==> config.mk <==
export PLATFORM = sky130hd
export DESIGN_NAME = instr_byte_seq
export DESIGN_NICKNAME = d
export VERILOG_FILES = /design/src/rtl/iseq_pkg.sv /design/src/rtl/iseq_cycle_cls.sv /design/src/rtl/iseq_byte_acc.sv /design/src/rtl/instr_byte_seq.sv
export SDC_FILE = /design/constraint.sdc
export NUM_CORES = 1
export LEC_CHECK = 0
export ABC_AREA = 1
export BUFFER_PORTS_ARGS = -buffer_cell sky130_fd_sc_hd__buf_4
export CORE_MARGIN = 10
export CORE_UTILIZATION = 55
export CTS_BUF_LIST = sky130_fd_sc_hd__clkbuf_2 sky130_fd_sc_hd__clkbuf_4 sky130_fd_sc_hd__clkbuf_8
export CTS_CLUSTER_DIAMETER = 60
export DETAILED_ROUTE_END_ITERATION = 8
export GPL_TIMING_DRIVEN = 0
export PLACE_DENSITY = 0.83
export SETUP_SLACK_MARGIN = 0.2
export SYNTH_ARGS = -nofsm -noshare
export SYNTH_HDL_FRONTEND = slang
export SYNTH_SLANG_ARGS = --single-unit
==> constraint.sdc <==
create_clock -name clk -period 2.5 [get_ports clk]
set_input_delay 0 -clock clk [delete_from_list [all_inputs] [get_ports clk]]
set_output_delay 0 -clock clk [all_outputs]
set_load 0.005 [all_outputs]
==> src/rtl/iseq_pkg.sv <==
// Shared widths, byte codes and enumerations of the instruction byte sequencer.
// Assumes bus data is one byte and records are at most two bytes wide.
package iseq_pkg;
    localparam int BYTE_W = 8;
    localparam int WORD_W = 2 * BYTE_W;
    localparam int CODE_W = 3;
    localparam int CNT_W  = 2;

    localparam logic [BYTE_W-1:0] PFX_BITOP = 8'hCB;
    localparam logic [BYTE_W-1:0] PFX_EXT   = 8'hED;
    localparam logic [BYTE_W-1:0] PFX_IDX0  = 8'hDD;
    localparam logic [BYTE_W-1:0] PFX_IDX1  = 8'hFD;

    typedef enum logic [CODE_W-1:0] {
        CK_NONE = 3'd0, CK_FETCH = 3'd1, CK_MEMRD = 3'd2, CK_MEMWR = 3'd3,
        CK_IORD = 3'd4, CK_IOWR = 3'd5, CK_INTACK = 3'd6
    } cyc_kind_e;

    typedef enum logic [CODE_W-1:0] {
        RK_NONE = 3'd0, RK_INSTR = 3'd1, RK_READ = 3'd2, RK_WRITE = 3'd3, RK_ERROR = 3'd4
    } rec_kind_e;

    typedef enum logic [CODE_W-1:0] {
        ER_NONE = 3'd0, ER_PFX_NOFETCH = 3'd1, ER_NO_DISP = 3'd2,
        ER_NO_OPC = 3'd3, ER_BAD_OP = 3'd4
    } err_e;

    typedef enum logic [2:0] {
        ST_IDLE, ST_PFX, ST_XDISP, ST_XOPC, ST_DISP, ST_IMM_LO, ST_IMM_HI, ST_OPND
    } seq_state_e;
endpackage

==> src/rtl/iseq_cycle_cls.sv <==
// Cycle classifier: turns a kind code and data byte into the flags the
// sequencer branches on. Purely combinational; assumes kind codes from iseq_pkg.
module iseq_cycle_cls
    import iseq_pkg::*;
(
    input  logic [CODE_W-1:0] kind,
    input  logic [BYTE_W-1:0] data,
    output logic              is_fetch,
    output logic              is_rd,
    output logic              is_wr,
    output logic              is_memrd,
    output logic              lead_pfx,
    output logic              chain_pfx,
    output logic              bitop_pfx
);
    // Decode the cycle kind into direction flags.
    always_comb begin
        is_fetch = (kind == CK_FETCH);
        is_memrd = (kind == CK_MEMRD);
        is_rd    = (kind == CK_MEMRD) || (kind == CK_IORD);
        is_wr    = (kind == CK_MEMWR) || (kind == CK_IOWR);
    end

    // Recognise the prefix byte values.
    always_comb begin
        bitop_pfx = (data == PFX_BITOP);
        chain_pfx = (data == PFX_EXT) || (data == PFX_IDX0) || (data == PFX_IDX1);
        lead_pfx  = bitop_pfx || chain_pfx;
    end
endmodule

==> src/rtl/iseq_byte_acc.sv <==
// Two-byte accumulator: collects one or two bytes into a word in either
// byte order. The caller marks the first byte; a lone byte lands low unless
// big-endian is requested. Assumes at most two loads per value.
module iseq_byte_acc #(
    parameter int BW = 8
) (
    input  logic          clk,
    input  logic          rst_n,
    input  logic          clr,
    input  logic          ld,
    input  logic          first,
    input  logic          be,
    input  logic [BW-1:0] din,
    output logic [2*BW-1:0] q
);
    logic [2*BW-1:0] nxt;

    // Merge the incoming byte into the held word.
    always_comb begin
        if (first)
            nxt = be ? {din, {BW{1'b0}}} : {{BW{1'b0}}, din};
        else
            nxt = be ? {q[2*BW-1:BW], din} : {din, q[BW-1:0]};
    end

    // Hold the assembled word.
    always_ff @(posedge clk) begin
        if (!rst_n)     q <= '0;
        else if (clr)   q <= '0;
        else if (ld)    q <= nxt;
    end


    acc_low_first_chk: assert property (@(posedge clk) disable iff (!rst_n)
        (ld && !clr && first && !be) |=> (q[2*BW-1:BW] == '0 && q[BW-1:0] == $past(din)));


    acc_be_order_chk: assert property (@(posedge clk) disable iff (!rst_n)
        (ld && !clr && !first && be) |=>
            (q[2*BW-1:BW] == $past(q[2*BW-1:BW]) && q[BW-1:0] == $past(din)));
endmodule

==> src/rtl/instr_byte_seq.sv <==
// Instruction byte sequencer: consumes finished bus-cycle records, follows
// the prefix grammar, collects displacement, immediate and operand bytes, and
// pulses one record per instruction, operand or error. Assumes a combinational
// attribute lookup with counts of at most two and one record per clock.
module instr_byte_seq
    import iseq_pkg::*;
(
    input  logic              clk,
    input  logic              rst_n,
    input  logic              cyc_valid,
    input  logic [CODE_W-1:0] cyc_kind,
    input  logic [BYTE_W-1:0] cyc_data,
    output logic [WORD_W-1:0] lk_prefix,
    output logic [BYTE_W-1:0] lk_opcode,
    input  logic              lk_valid,
    input  logic              lk_disp,
    input  logic [CNT_W-1:0]  lk_imm_cnt,
    input  logic [CNT_W-1:0]  lk_rd_cnt,
    input  logic [CNT_W-1:0]  lk_wr_cnt,
    input  logic              lk_wr_be,
    input  logic              lk_repeat,
    output logic              rec_valid,
    output logic [CODE_W-1:0] rec_kind,
    output logic [CODE_W-1:0] rec_err,
    output logic [WORD_W-1:0] rec_prefix,
    output logic [BYTE_W-1:0] rec_opcode,
    output logic [WORD_W-1:0] rec_disp,
    output logic [WORD_W-1:0] rec_imm,
    output logic [WORD_W-1:0] rec_operand
);
    localparam logic [CNT_W-1:0] ONE = CNT_W'(1);
    localparam logic [CNT_W-1:0] TWO = CNT_W'(2);

    seq_state_e        st, nx;
    logic [WORD_W-1:0] pfx_q, nx_pfx, disp_q, nx_disp;
    logic [BYTE_W-1:0] opc_q, nx_opc;
    logic [CNT_W-1:0]  a_imm, a_rd, a_wr, nx_imm, nx_rd, nx_wr;
    logic              a_be, a_rep, nx_be, nx_rep;
    logic [CNT_W-1:0]  rd_got, wr_got, nx_rdg, nx_wrg;
    rec_kind_e         emit, rec_kind_q;
    err_e              err, rec_err_q;
    logic              rec_valid_q;

    logic is_fetch, is_rd, is_wr, is_memrd, lead_pfx, chain_pfx, bitop_pfx;
    logic fetch_in, rd_in, wr_in, memrd_in, pfx_is_idx;
    logic start_fetch, opc_hit, finish_hdr;
    logic imm_clr, imm_ld, imm_first, rd_ld, rd_first, wr_ld, wr_first;
    logic [WORD_W-1:0] imm_q, rd_q, wr_q;

    iseq_cycle_cls u_cls (
        .kind(cyc_kind), .data(cyc_data), .is_fetch(is_fetch), .is_rd(is_rd),
        .is_wr(is_wr), .is_memrd(is_memrd), .lead_pfx(lead_pfx),
        .chain_pfx(chain_pfx), .bitop_pfx(bitop_pfx)
    );

    // Gate cycle flags with the record strobe and classify the held prefix.
    always_comb begin
        fetch_in   = cyc_valid && is_fetch;
        rd_in      = cyc_valid && is_rd;
        wr_in      = cyc_valid && is_wr;
        memrd_in   = cyc_valid && is_memrd;
        pfx_is_idx = (pfx_q[BYTE_W-1:0] == PFX_IDX0) || (pfx_q[BYTE_W-1:0] == PFX_IDX1);
    end

    // Present the prefix in force and the incoming byte to the lookup.
    always_comb begin
        lk_prefix = (st == ST_IDLE || st == ST_OPND) ? '0 : pfx_q;
        lk_opcode = cyc_data;
    end

    // Next-state, capture and record decisions for one incoming record.
    always_comb begin
        nx = st; nx_pfx = pfx_q; nx_opc = opc_q; nx_disp = disp_q;
        nx_imm = a_imm; nx_rd = a_rd; nx_wr = a_wr; nx_be = a_be; nx_rep = a_rep;
        nx_rdg = rd_got; nx_wrg = wr_got;
        emit = RK_NONE; err = ER_NONE;
        start_fetch = 1'b0; opc_hit = 1'b0; finish_hdr = 1'b0;
        imm_clr = 1'b0; imm_ld = 1'b0; imm_first = 1'b0;
        rd_ld = 1'b0; rd_first = 1'b0; wr_ld = 1'b0; wr_first = 1'b0;
        if (cyc_valid) begin
            unique case (st)
                ST_IDLE: start_fetch = is_fetch;
                ST_PFX: begin
                    if (!is_fetch) begin
                        emit = RK_ERROR; err = ER_PFX_NOFETCH; nx = ST_IDLE;
                    end else if (pfx_is_idx && bitop_pfx) begin
                        nx_pfx = {pfx_q[BYTE_W-1:0], cyc_data}; nx = ST_XDISP;
                    end else if (pfx_is_idx && chain_pfx) begin
                        nx_pfx = {{BYTE_W{1'b0}}, cyc_data};
                    end else begin
                        opc_hit = 1'b1;
                    end
                end
                ST_XDISP: begin
                    if (memrd_in) begin
                        nx_disp = {{BYTE_W{cyc_data[BYTE_W-1]}}, cyc_data}; nx = ST_XOPC;
                    end else begin
                        emit = RK_ERROR; err = ER_NO_DISP; nx = ST_IDLE;
                    end
                end
                ST_XOPC: begin
                    if (memrd_in) opc_hit = 1'b1;
                    else begin emit = RK_ERROR; err = ER_NO_OPC; nx = ST_IDLE; end
                end
                ST_DISP: begin
                    nx_disp = {{BYTE_W{cyc_data[BYTE_W-1]}}, cyc_data};
                    if (a_imm != '0) nx = ST_IMM_LO;
                    else finish_hdr = 1'b1;
                end
                ST_IMM_LO: begin
                    imm_ld = 1'b1; imm_first = 1'b1;
                    if (a_imm == TWO) nx = ST_IMM_HI;
                    else finish_hdr = 1'b1;
                end
                ST_IMM_HI: begin
                    imm_ld = 1'b1; finish_hdr = 1'b1;
                end
                ST_OPND: begin
                    if (fetch_in) begin
                        start_fetch = 1'b1;
                    end else begin
                        if (rd_in) begin
                            if (rd_got < a_rd) begin
                                rd_ld = 1'b1; rd_first = (rd_got == '0);
                                nx_rdg = rd_got + ONE;
                                if (nx_rdg == a_rd) emit = RK_READ;
                            end else if (a_rep && a_rd != '0) begin
                                rd_ld = 1'b1; rd_first = 1'b1; nx_rdg = ONE; nx_wrg = '0;
                                if (a_rd == ONE) emit = RK_READ;
                            end
                        end else if (wr_in) begin
                            if (wr_got < a_wr) begin
                                wr_ld = 1'b1; wr_first = (wr_got == '0);
                                nx_wrg = wr_got + ONE;
                                if (nx_wrg == a_wr) emit = RK_WRITE;
                            end
                        end
                        if (nx_rdg == a_rd && nx_wrg == a_wr && !a_rep) nx = ST_IDLE;
                    end
                end
                default: nx = ST_IDLE;
            endcase
        end
        if (start_fetch) begin
            if (lead_pfx) begin
                nx_pfx = {{BYTE_W{1'b0}}, cyc_data}; nx = ST_PFX;
            end else begin
                nx_pfx = '0; opc_hit = 1'b1;
            end
        end
        if (opc_hit) begin
            nx_opc = cyc_data; imm_clr = 1'b1;
            nx_disp = (st == ST_XOPC) ? disp_q : '0;
            nx_imm = lk_imm_cnt; nx_rd = lk_rd_cnt; nx_wr = lk_wr_cnt;
            nx_be = lk_wr_be; nx_rep = lk_repeat;
            if (!lk_valid) begin
                emit = RK_ERROR; err = ER_BAD_OP; nx = ST_IDLE;
            end else if (lk_disp) nx = ST_DISP;
            else if (lk_imm_cnt != '0) nx = ST_IMM_LO;
            else finish_hdr = 1'b1;
        end
        if (finish_hdr) begin
            emit = RK_INSTR; nx_rdg = '0; nx_wrg = '0;
            nx = (nx_rd == '0 && nx_wr == '0) ? ST_IDLE : ST_OPND;
        end
    end

    // Register state, instruction fields and the record pulse.
    always_ff @(posedge clk) begin
        if (!rst_n) begin
            st <= ST_IDLE; pfx_q <= '0; opc_q <= '0; disp_q <= '0;
            a_imm <= '0; a_rd <= '0; a_wr <= '0; a_be <= 1'b0; a_rep <= 1'b0;
            rd_got <= '0; wr_got <= '0;
            rec_valid_q <= 1'b0; rec_kind_q <= RK_NONE; rec_err_q <= ER_NONE;
        end else begin
            st <= nx; pfx_q <= nx_pfx; opc_q <= nx_opc; disp_q <= nx_disp;
            a_imm <= nx_imm; a_rd <= nx_rd; a_wr <= nx_wr; a_be <= nx_be; a_rep <= nx_rep;
            rd_got <= nx_rdg; wr_got <= nx_wrg;
            rec_valid_q <= (emit != RK_NONE); rec_kind_q <= emit; rec_err_q <= err;
        end
    end

    iseq_byte_acc #(.BW(BYTE_W)) u_imm (
        .clk(clk), .rst_n(rst_n), .clr(imm_clr), .ld(imm_ld), .first(imm_first),
        .be(1'b0), .din(cyc_data), .q(imm_q)
    );
    iseq_byte_acc #(.BW(BYTE_W)) u_rd (
        .clk(clk), .rst_n(rst_n), .clr(1'b0), .ld(rd_ld), .first(rd_first),
        .be(1'b0), .din(cyc_data), .q(rd_q)
    );
    iseq_byte_acc #(.BW(BYTE_W)) u_wr (
        .clk(clk), .rst_n(rst_n), .clr(1'b0), .ld(wr_ld), .first(wr_first),
        .be(a_be && (a_wr == TWO)), .din(cyc_data), .q(wr_q)
    );

    // Drive the record outputs from the held fields.
    always_comb begin
        rec_valid   = rec_valid_q;
        rec_kind    = rec_kind_q;
        rec_err     = rec_err_q;
        rec_prefix  = pfx_q;
        rec_opcode  = opc_q;
        rec_disp    = disp_q;
        rec_imm     = imm_q;
        rec_operand = (rec_kind_q == RK_WRITE) ? wr_q : rd_q;
    end


    idle_ignore_chk: assert property (@(posedge clk) disable iff (!rst_n)
        (st == ST_IDLE && cyc_valid && !is_fetch) |=> (!rec_valid_q && st == ST_IDLE));


    err_to_idle_chk: assert property (@(posedge clk) disable iff (!rst_n)
        (rec_valid_q && rec_kind_q == RK_ERROR) |-> (st == ST_IDLE && rec_err_q != ER_NONE));


    xcb_pfx_chk: assert property (@(posedge clk) disable iff (!rst_n)
        (st == ST_XDISP || st == ST_XOPC) |->
            (pfx_q[BYTE_W-1:0] == PFX_BITOP &&
             (pfx_q[WORD_W-1:BYTE_W] == PFX_IDX0 || pfx_q[WORD_W-1:BYTE_W] == PFX_IDX1)));


    rd_source_chk: assert property (@(posedge clk) disable iff (!rst_n)
        (rec_valid_q && rec_kind_q == RK_READ) |-> $past(cyc_valid && is_rd));


    wr_source_chk: assert property (@(posedge clk) disable iff (!rst_n)
        (rec_valid_q && rec_kind_q == RK_WRITE) |-> $past(cyc_valid && is_wr));
endmodule

==> results of run 1 <==
## power by group through the flow
stage / clock, uW / sequential (uW) / combinational (uW)
after detailed placement: 0 / 1700 / 349
final: 1020 / 1660 / 385
after global routing: 1070 / 1670 / 417
after CTS: 1020 / 1660 / 371
after global placement: 0 / 1700 / 344
after floorplan: 0 / 1700 / 199
## area by class of cell
class,instances,area [um^2],area share [%]
Inverter,92,345.3,5.451
Timing Repair Buffer,137,1069,16.87
Sequential cell,102,2047,32.31
Multi-Input combinational cell,462,2253,35.57
Tap cell,108,135.1,2.133
Clock buffer,9,123.9,1.955
Clock inverter,7,67.56,1.067
Antenna cell,3,7.507,0.1185
Buffer,49,286.5,4.523
## kinds of logic after synthesis
group,Yosys count
and+or+nand+nor,299
DFF,102
buffers and inverters,141
adders and majority gates,6
AOI/OAI and AO/OA,157
## sequential cells by signal, summed over array words and instances, names as in the netlist
register / flops
a_be: 1
a_imm: 2
a_rd: 2
a_rep: 1
a_wr: 2
rd_got: 2
rec_disp: 8
rec_err: 3
rec_kind: 3
rec_opcode: 8
rec_prefix: 16
rec_valid: 1
st: 3
u_imm.q: 16
u_rd.q: 16
u_wr.q: 16
wr_got: 2
## cells in the final DEF (no fill, tap or decap), types with 2 or more instances in the layout
cell,instances
o21ai_0,32
diode_2,3
dlygate4sd3_1,16
a21oi_1,102
nand4_1,3
dfxtp_1,98
inv_6,2
nor2_4,3
inv_2,5
buf_2,6
a31oi_1,2
o21ai_2,4
clkinv_4,2
nor2_1,78
dfxtp_2,4
clkbuf_2,3
nand3_1,50
clkbuf_8,9
a21oi_4,2
inv_1,86
ha_1,5
a211oi_1,8
nand3_2,2
nand2_2,9
o21ai_1,3
buf_4,139
nor3_1,12
nand2_4,3
clkbuf_1,20
nand2_1,134
## Yosys cell counts (4+ instances only)
cell type / count / area (um^2)
o21ai_2: 4 / 35.03
o21ai_0: 32 / 160.2
nor3_1: 12 / 60.06
nand2_2: 4 / 25.02
nand2_1: 139 / 521.8
a21oi_1: 104 / 520.5
a211oi_1: 8 / 60.06
buf_2: 6 / 30.03
buf_4: 18 / 135.1
nand3_1: 50 / 250.2
dfxtp_1: 102 / 2042
inv_2: 4 / 15.01
ha_1: 6 / 75.07
inv_1: 87 / 326.6
nor2_1: 78 / 292.8
clkbuf_1: 21 / 78.83
## final timing paths
| check | startpoint | slack, ps | depth (start not counted) | to |
|---|---|---|---|---|
| max | a_wr[1] | 290 | 11 | u_wr.q[2] |
| min | cyc_data[4] | 30 | 3 | u_wr.q[12] |
| max reg2reg | a_wr[1] | 290 | 11 | u_wr.q[2] |
| min reg2reg | u_rd.q[1] | 460 | 2 | u_rd.q[1] |
## critical path: stages (launching register included)
cell and delay [ps]:
dfxtp_2 340, inv_1 80, ha_1 300, inv_1 60, nor2_1 40, nor2_1 170
nand2_2 110, nor2_1 180, nand2_1 270, a21oi_4 300, nand2_1 110, a21oi_1 160
## per-layer routing
| metal | global-route usage (%) | vias to the layer above | share of wire [%] |
|---|---|---|---|
| li1 | - | 2561 | - |
| met1 | 27.49 | 2436 | 38 |
| met2 | 39.33 | 260 | 48 |
| met3 | 7.704 | 49 | 10 |
| met4 | 9.607 | 0 | 3.0 |
| met5 | 0 | - | 0 |
## what timing repair did
item                                    CTS  global route
setup buffers                             0             2
pin swaps                                 0             3
endpoints found under the setup margin   10            56
endpoints found under the hold margin    33             0
resized for setup                         2            15
hold buffers                             16             0
## metrics by stage
step	total power, uW	hold slack, ps	std cells	util (%)
4_1_cts	3057	25.21	964	72.20
5_1_grt	3157	54.45	968	72.97
6_report	3065	29.67	969	73.00
3_5_place_dp	2049	170.4	932	68.07
2_1_floorplan	1899	79.31	705	-
3_3_place_gp	2044	169.7	932	68.07
==> metrics.cfg, run 1 <==
[outcome]
status = complete, no violations

[sta]
layout_min_cycle_time_ps = 2210
setup_viol = 0
rsz0062_at_grt = false
tightest_slew_ps = 861.8
fmax_mhz = 452.5
slew_headroom_pct = 42.10
slew_violations = 0
finalCritPeriodShare_pct = 88.41
hold_viol_final = 0
finClkSkew_ps = 11.81
fin_ws_ps = 289.8
setup_tns_ps = 0

[grt]
grt_first_pass_wirelength_um = 25050
antenna_found_initial = 2
grt_max_degree = 20
grt_pass1_vias = 5059
grt_remaining_overflow = 0
grtUsageTotal_pct = 23.67

[pwr]
p_clk_share_pct = 33.1
p_per_area_mw_per_mm2 = 483.8
seq_power_share_pct = 54.3
power.leakage_uw = 0.002795
combPwrFrac_pct = 12.6
power.internal_uw = 2190
peakVddDrop_mv = 0.2979
p_sw_uw = 874.8
swShare_pct = 28.55

[logic_synthesis]
synth-seq-area-share_pct = 41.86
avgSynthCellArea_um2 = 6.920
synth_top_family_by_area = simple AND/OR/NAND/NOR gates
synth_cell_types = 35
synth_fa_ha_area_share_pct = 1.539
syn_nets = 735
syn-cell-area_mm2 = 0.004878
muxShareOfSynthArea_pct = 0
synth-simple-area-share_pct = 26.49
synthArstFlopShare_pct = 0
synthFlopType = dfxtp_1
synth_compound_area_share_pct = 17.18
ys_warn_count = 0
netlist_instances = 705
synth_xor_area_share_pct = 0
synth_edf_count = 0
ys_seq_elements = 102

[detailed_routing]
vias = 5306
wl_per_cell_um = 16.67
drc_errors = 0
wirelength_um = 16160
dr.pass1.iters = 5
vias_per_cell = 5.476
dr.first_iter.drc_count = 406
ant_nets = 0

[cts]
clk_latency_ps = 380
cts.path.max_buffers = 2
cts_sinks = 102
cts_root_buf = clkbuf_8
cts_tree = built
htreeDepth = 3
path_clk_slew_ps = 110
numCtsBuffers = 9

[setup_path]
cp-end-kind = flip-flop
cp_data_required_time_ps = 2810
critPathLaunchType = flip-flop
arrival_ps = 2520
worstPathMaxFanout = 9
path_class = flip-flop to flip-flop

[die]
dieHeight_um = 114.2
rows = 34
ios = 127
initial_core_util_pct = 56.21
core_area_mm2 = 0.008678
fp.dieW_um = 114.2
die_area_mm2 = 0.01304

[placement]
place_area_mm2 = 0.005907
place_congestion = 0.9227
place.port_buffers = 119
dp_slack_ps = 181.6
dp_hpwl_um = 11840

[finish]
n_fill_cell = 741
finalNetCount = 883
drive_above_1_share_pct = 23.54
area_growth_pct = 29.85
stdcell_area_mm2 = 0.006335

[min_path]
min_path_type = primary input to flip-flop

[job]
drv_cap = 0

Power figures use the tool's default switching activity.
==> run 2: changes to the inputs <==
--- a/config.mk
+++ b/config.mk
@@ -13,8 +13,9 @@
 export CTS_CLUSTER_DIAMETER = 60
 export DETAILED_ROUTE_END_ITERATION = 8
 export GPL_TIMING_DRIVEN = 0
-export PLACE_DENSITY = 0.83
-export SETUP_SLACK_MARGIN = 0.2
+export PLACE_DENSITY = 0.82
+export SETUP_SLACK_MARGIN = 0.15
 export SYNTH_ARGS = -nofsm -noshare
 export SYNTH_HDL_FRONTEND = slang
+export SYNTH_HIERARCHICAL = 1
 export SYNTH_SLANG_ARGS = --single-unit
==> run 2 against run 1 <==
Compared with the run above:
- utilization is 0.46 points higher
- fmax is 1.0% higher
- clock skew is 9.7 ps higher
- synthesized cell count is 1.1% higher
- global-route usage is 0.43 points lower
- sequential power hardly changed
- final cell count is 2.6% higher
==> metrics.cfg, run 2 <==
[job]
drv_cap = 0  ; unchanged

[cts]
clk_latency_ps = 390  ; was 380 ps
cts_root_buf = clkbuf_8  ; unchanged
numCtsBuffers = 9  ; unchanged
cts_sinks = 102  ; unchanged
cts.path.max_buffers = 2  ; unchanged
cts_tree = built  ; unchanged
htreeDepth = 3  ; unchanged
path_clk_slew_ps = 120  ; was 110 ps

[finish]
diodes = 0  ; was 3
drive_above_1_share_pct = 26.84  ; was 23.54%
final_cells = 994  ; was 969
finalNetCount = 908  ; was 883
final_cell_mix = buf_4, nand2_1, nor2_1  ; was buf_4, nand2_1, a21oi_1
n_fill_cell = 745  ; was 741
area_growth_pct = 30.22  ; was 29.85%
final_common_cell = buf_4  ; unchanged

[logic_synthesis]
avgSynthCellArea_um2 = 7.276  ; was 6.920 um^2
ys_top_cells_by_area = dfxtp_1, nand2_1, nor2_1, a21oi_1, inv_1  ; was dfxtp_1, nand2_1, a21oi_1, inv_1, nor2_1
synth_area_leader_cell = dfxtp_1  ; unchanged
ys_seq_elements = 102  ; unchanged
synth_edf_count = 0  ; unchanged
syn-cell-area_mm2 = 0.005187  ; was 0.004878 mm^2
synth_cell_types = 40  ; was 35
synth_common_cells = nand2_1, nor2_1, dfxtp_1  ; was nand2_1, a21oi_1, dfxtp_1
netlist_instances = 713  ; was 705
synthArstFlopShare_pct = 0  ; unchanged
synthFlopType = dfxtp_1  ; unchanged
synthMostInstantiatedCell = nand2_1  ; unchanged
synth-seq-area-share_pct = 39.36  ; was 41.86%
synth_top_area_share_pct = 39.36  ; was 41.86%
ys_warn_count = 6  ; was 0

[placement]
dp.cells = 957  ; was 932
place_congestion = 0.9251  ; was 0.9227
place.port_buffers = 126  ; was 119
dp_hpwl_um = 12160  ; was 11840 um

[sta]
hold_viol_final = 0  ; unchanged
finClkSkew_ps = 21.47  ; was 11.81 ps
tightest_slew_ps = 879.8  ; was 861.8 ps
rsz0062_at_grt = false  ; unchanged
finalCritPeriodShare_pct = 87.49  ; was 88.41%
setup_viol = 0  ; unchanged
whs_ps = 8.130  ; was 29.67 ps
slew_violations = 0  ; unchanged
slew_headroom_pct = 40.90  ; was 42.10%
fmax_mhz = 457.2  ; was 452.5 MHz
layout_min_cycle_time_ps = 2187  ; was 2210 ps
setup_tns_ps = 0  ; unchanged

[grt]
met2_usage_pct = 39.48  ; was 39.33%
grt_use_met3_pct = 5.505  ; was 7.704%
grt_max_degree = 20  ; unchanged
grt_pass1_vias = 5049  ; was 5059
grt_first_pass_wirelength_um = 25510  ; was 25050 um
grt_remaining_overflow = 0  ; unchanged
grt_use_met1_pct = 29.09  ; was 27.49%
grt.busiest_layer = met2  ; unchanged
grtUsageTotal_pct = 23.24  ; was 23.67%
antenna_found_initial = 0  ; was 2

[pwr]
power.leakage_uw = 0.002985  ; was 0.002795 uW
p_per_area_mw_per_mm2 = 462.3  ; was 483.8 mW/mm^2
peakVddDrop_mv = 0.4341  ; was 0.2979 mV
p_total_uw = 3123  ; was 3065 uW

[detailed_routing]
wl_per_cell_um = 16.38  ; was 16.67 um
ant_nets = 0  ; unchanged
wirelength_um = 16280  ; was 16160 um
drc_errors = 0  ; unchanged
dr.pass1.iters = 6  ; was 5
dr.first_iter.drc_count = 507  ; was 406
vias_per_cell = 5.511  ; was 5.476
vias = 5478  ; was 5306

[outcome]
status = complete, no violations  ; unchanged

[setup_path]
cp_data_required_time_ps = 2770  ; was 2810 ps
crit_path_top_delay_cell = dlygate4sd3_1  ; was dfxtp_2
cpMostUsedCell = nand2_1  ; was nor2_1
cp-end-kind = flip-flop  ; unchanged
slowest_delay_ps = 550  ; was 340 ps
arrival_ps = 2460  ; was 2520 ps
crit_buf_inv = 7  ; was 2
critPathLaunchType = primary input  ; was flip-flop
path_class = primary input to flip-flop  ; was flip-flop to flip-flop
worstPathMaxFanout = 12  ; was 9
cp_top_family = buffers and inverters  ; was simple AND/OR/NAND/NOR gates
cp_cell_sequence = dlygate4sd3_1, buf_6, nor2_1, nor2_1, nand2_1, inv_1, o211ai_1, nand2_1, nand2_1, nand2_2, nand2_4, buf_6, buf_4, nor2_4, inv_1, buf_4, a21oi_1  ; was inv_1, ha_1, inv_1, nor2_1, nor2_1, nand2_2, nor2_1, nand2_1, a21oi_4, nand2_1, a21oi_1

[die]
ios = 127  ; unchanged
die_area_mm2 = 0.01372  ; was 0.01304 mm^2
rows = 35  ; was 34
initial_core_util_pct = 56.41  ; was 56.21%
dieHeight_um = 117.1  ; was 114.2 um
fp.dieW_um = 117.1  ; was 114.2 um
core_area_mm2 = 0.009196  ; was 0.008678 mm^2

[min_path]
min_path_type = primary input to flip-flop  ; unchanged

## run 2: metal layers
layer | share of wire, % | up-vias
met3 | 8.8 | 20
met5 | 0 | -
met1 | 42 | 2559
met2 | 48 | 240
li1 | - | 2659
met4 | 1.0 | 0
## run 2: path summary, 6_finish.rpt
kind	from	to	slack, ps	cells past startpoint
worst max-delay path	cyc_data[5]	u_imm/q[1]	310	17
worst min-delay path	cyc_valid	rec_err[1]	8	4
worst max register to register	st[2]	u_imm/q[1]	320	13
worst min register to register	u_rd/q[7]	u_rd/q[7]	470	2
## run 2: cell families (layout without fill, tap and decap cells)
logic type	after synthesis	in the layout	synth area share, %
buffers and inverters	114	277	10.13
muxes	16	16	3.473
other	1	8	0.07229
AOI/OAI and AO/OA	131	131	14.95
xor gates and xnor gates	2	2	0.3377
DFF	102	102	39.36
adders and majority gates	6	6	1.447
and+or+nand+nor	341	341	30.22
## run 2: power breakdown
part / switching, uW / internal (uW)
Combinational: 254 / 177
Clock: 627 / 387
Sequential: 24.8 / 1650
Total: 905 / 2220
## run 2: timing repair
action,CTS,global route
cloned,0,0
hold buffers,19,0
endpoints found under the setup margin,26,40
resized for setup,3,20
pin swaps,1,2
endpoints found under the hold margin,30,0
setup buffers,1,1
## run 2: per-stage QoR
stage / worst slack [ps] / instance area, um^2 / util [%]
floorplan: 475.4 / 5214 / -
global placement: 20.53 / 6299 / 68.49
detailed placement: -41.07 / 6299 / 68.49
CTS: 162.6 / 6696 / 72.82
global route: 135.9 / 6755 / 73.46
finish: 312.7 / 6755 / 73.46
## run 2: tightest hold or removal path, stage by stage
cell and delay, ps:
buf_4 120, nand2_1 80, nand2_1 110, nor3_1 50
## run 2: layout make-up
type / instances / area (um^2) / share of cell area (%)
buffer: 38 / 239.0 / 3.538
multi-input combinational: 504 / 2683 / 39.71
inverter: 76 / 290.3 / 4.297
clock inverter: 7 / 67.56 / 1.000
timing repair buffer: 147 / 1166 / 17.26
clock buffer: 9 / 123.9 / 1.834
tap: 111 / 138.9 / 2.056
sequential: 102 / 2047 / 30.30
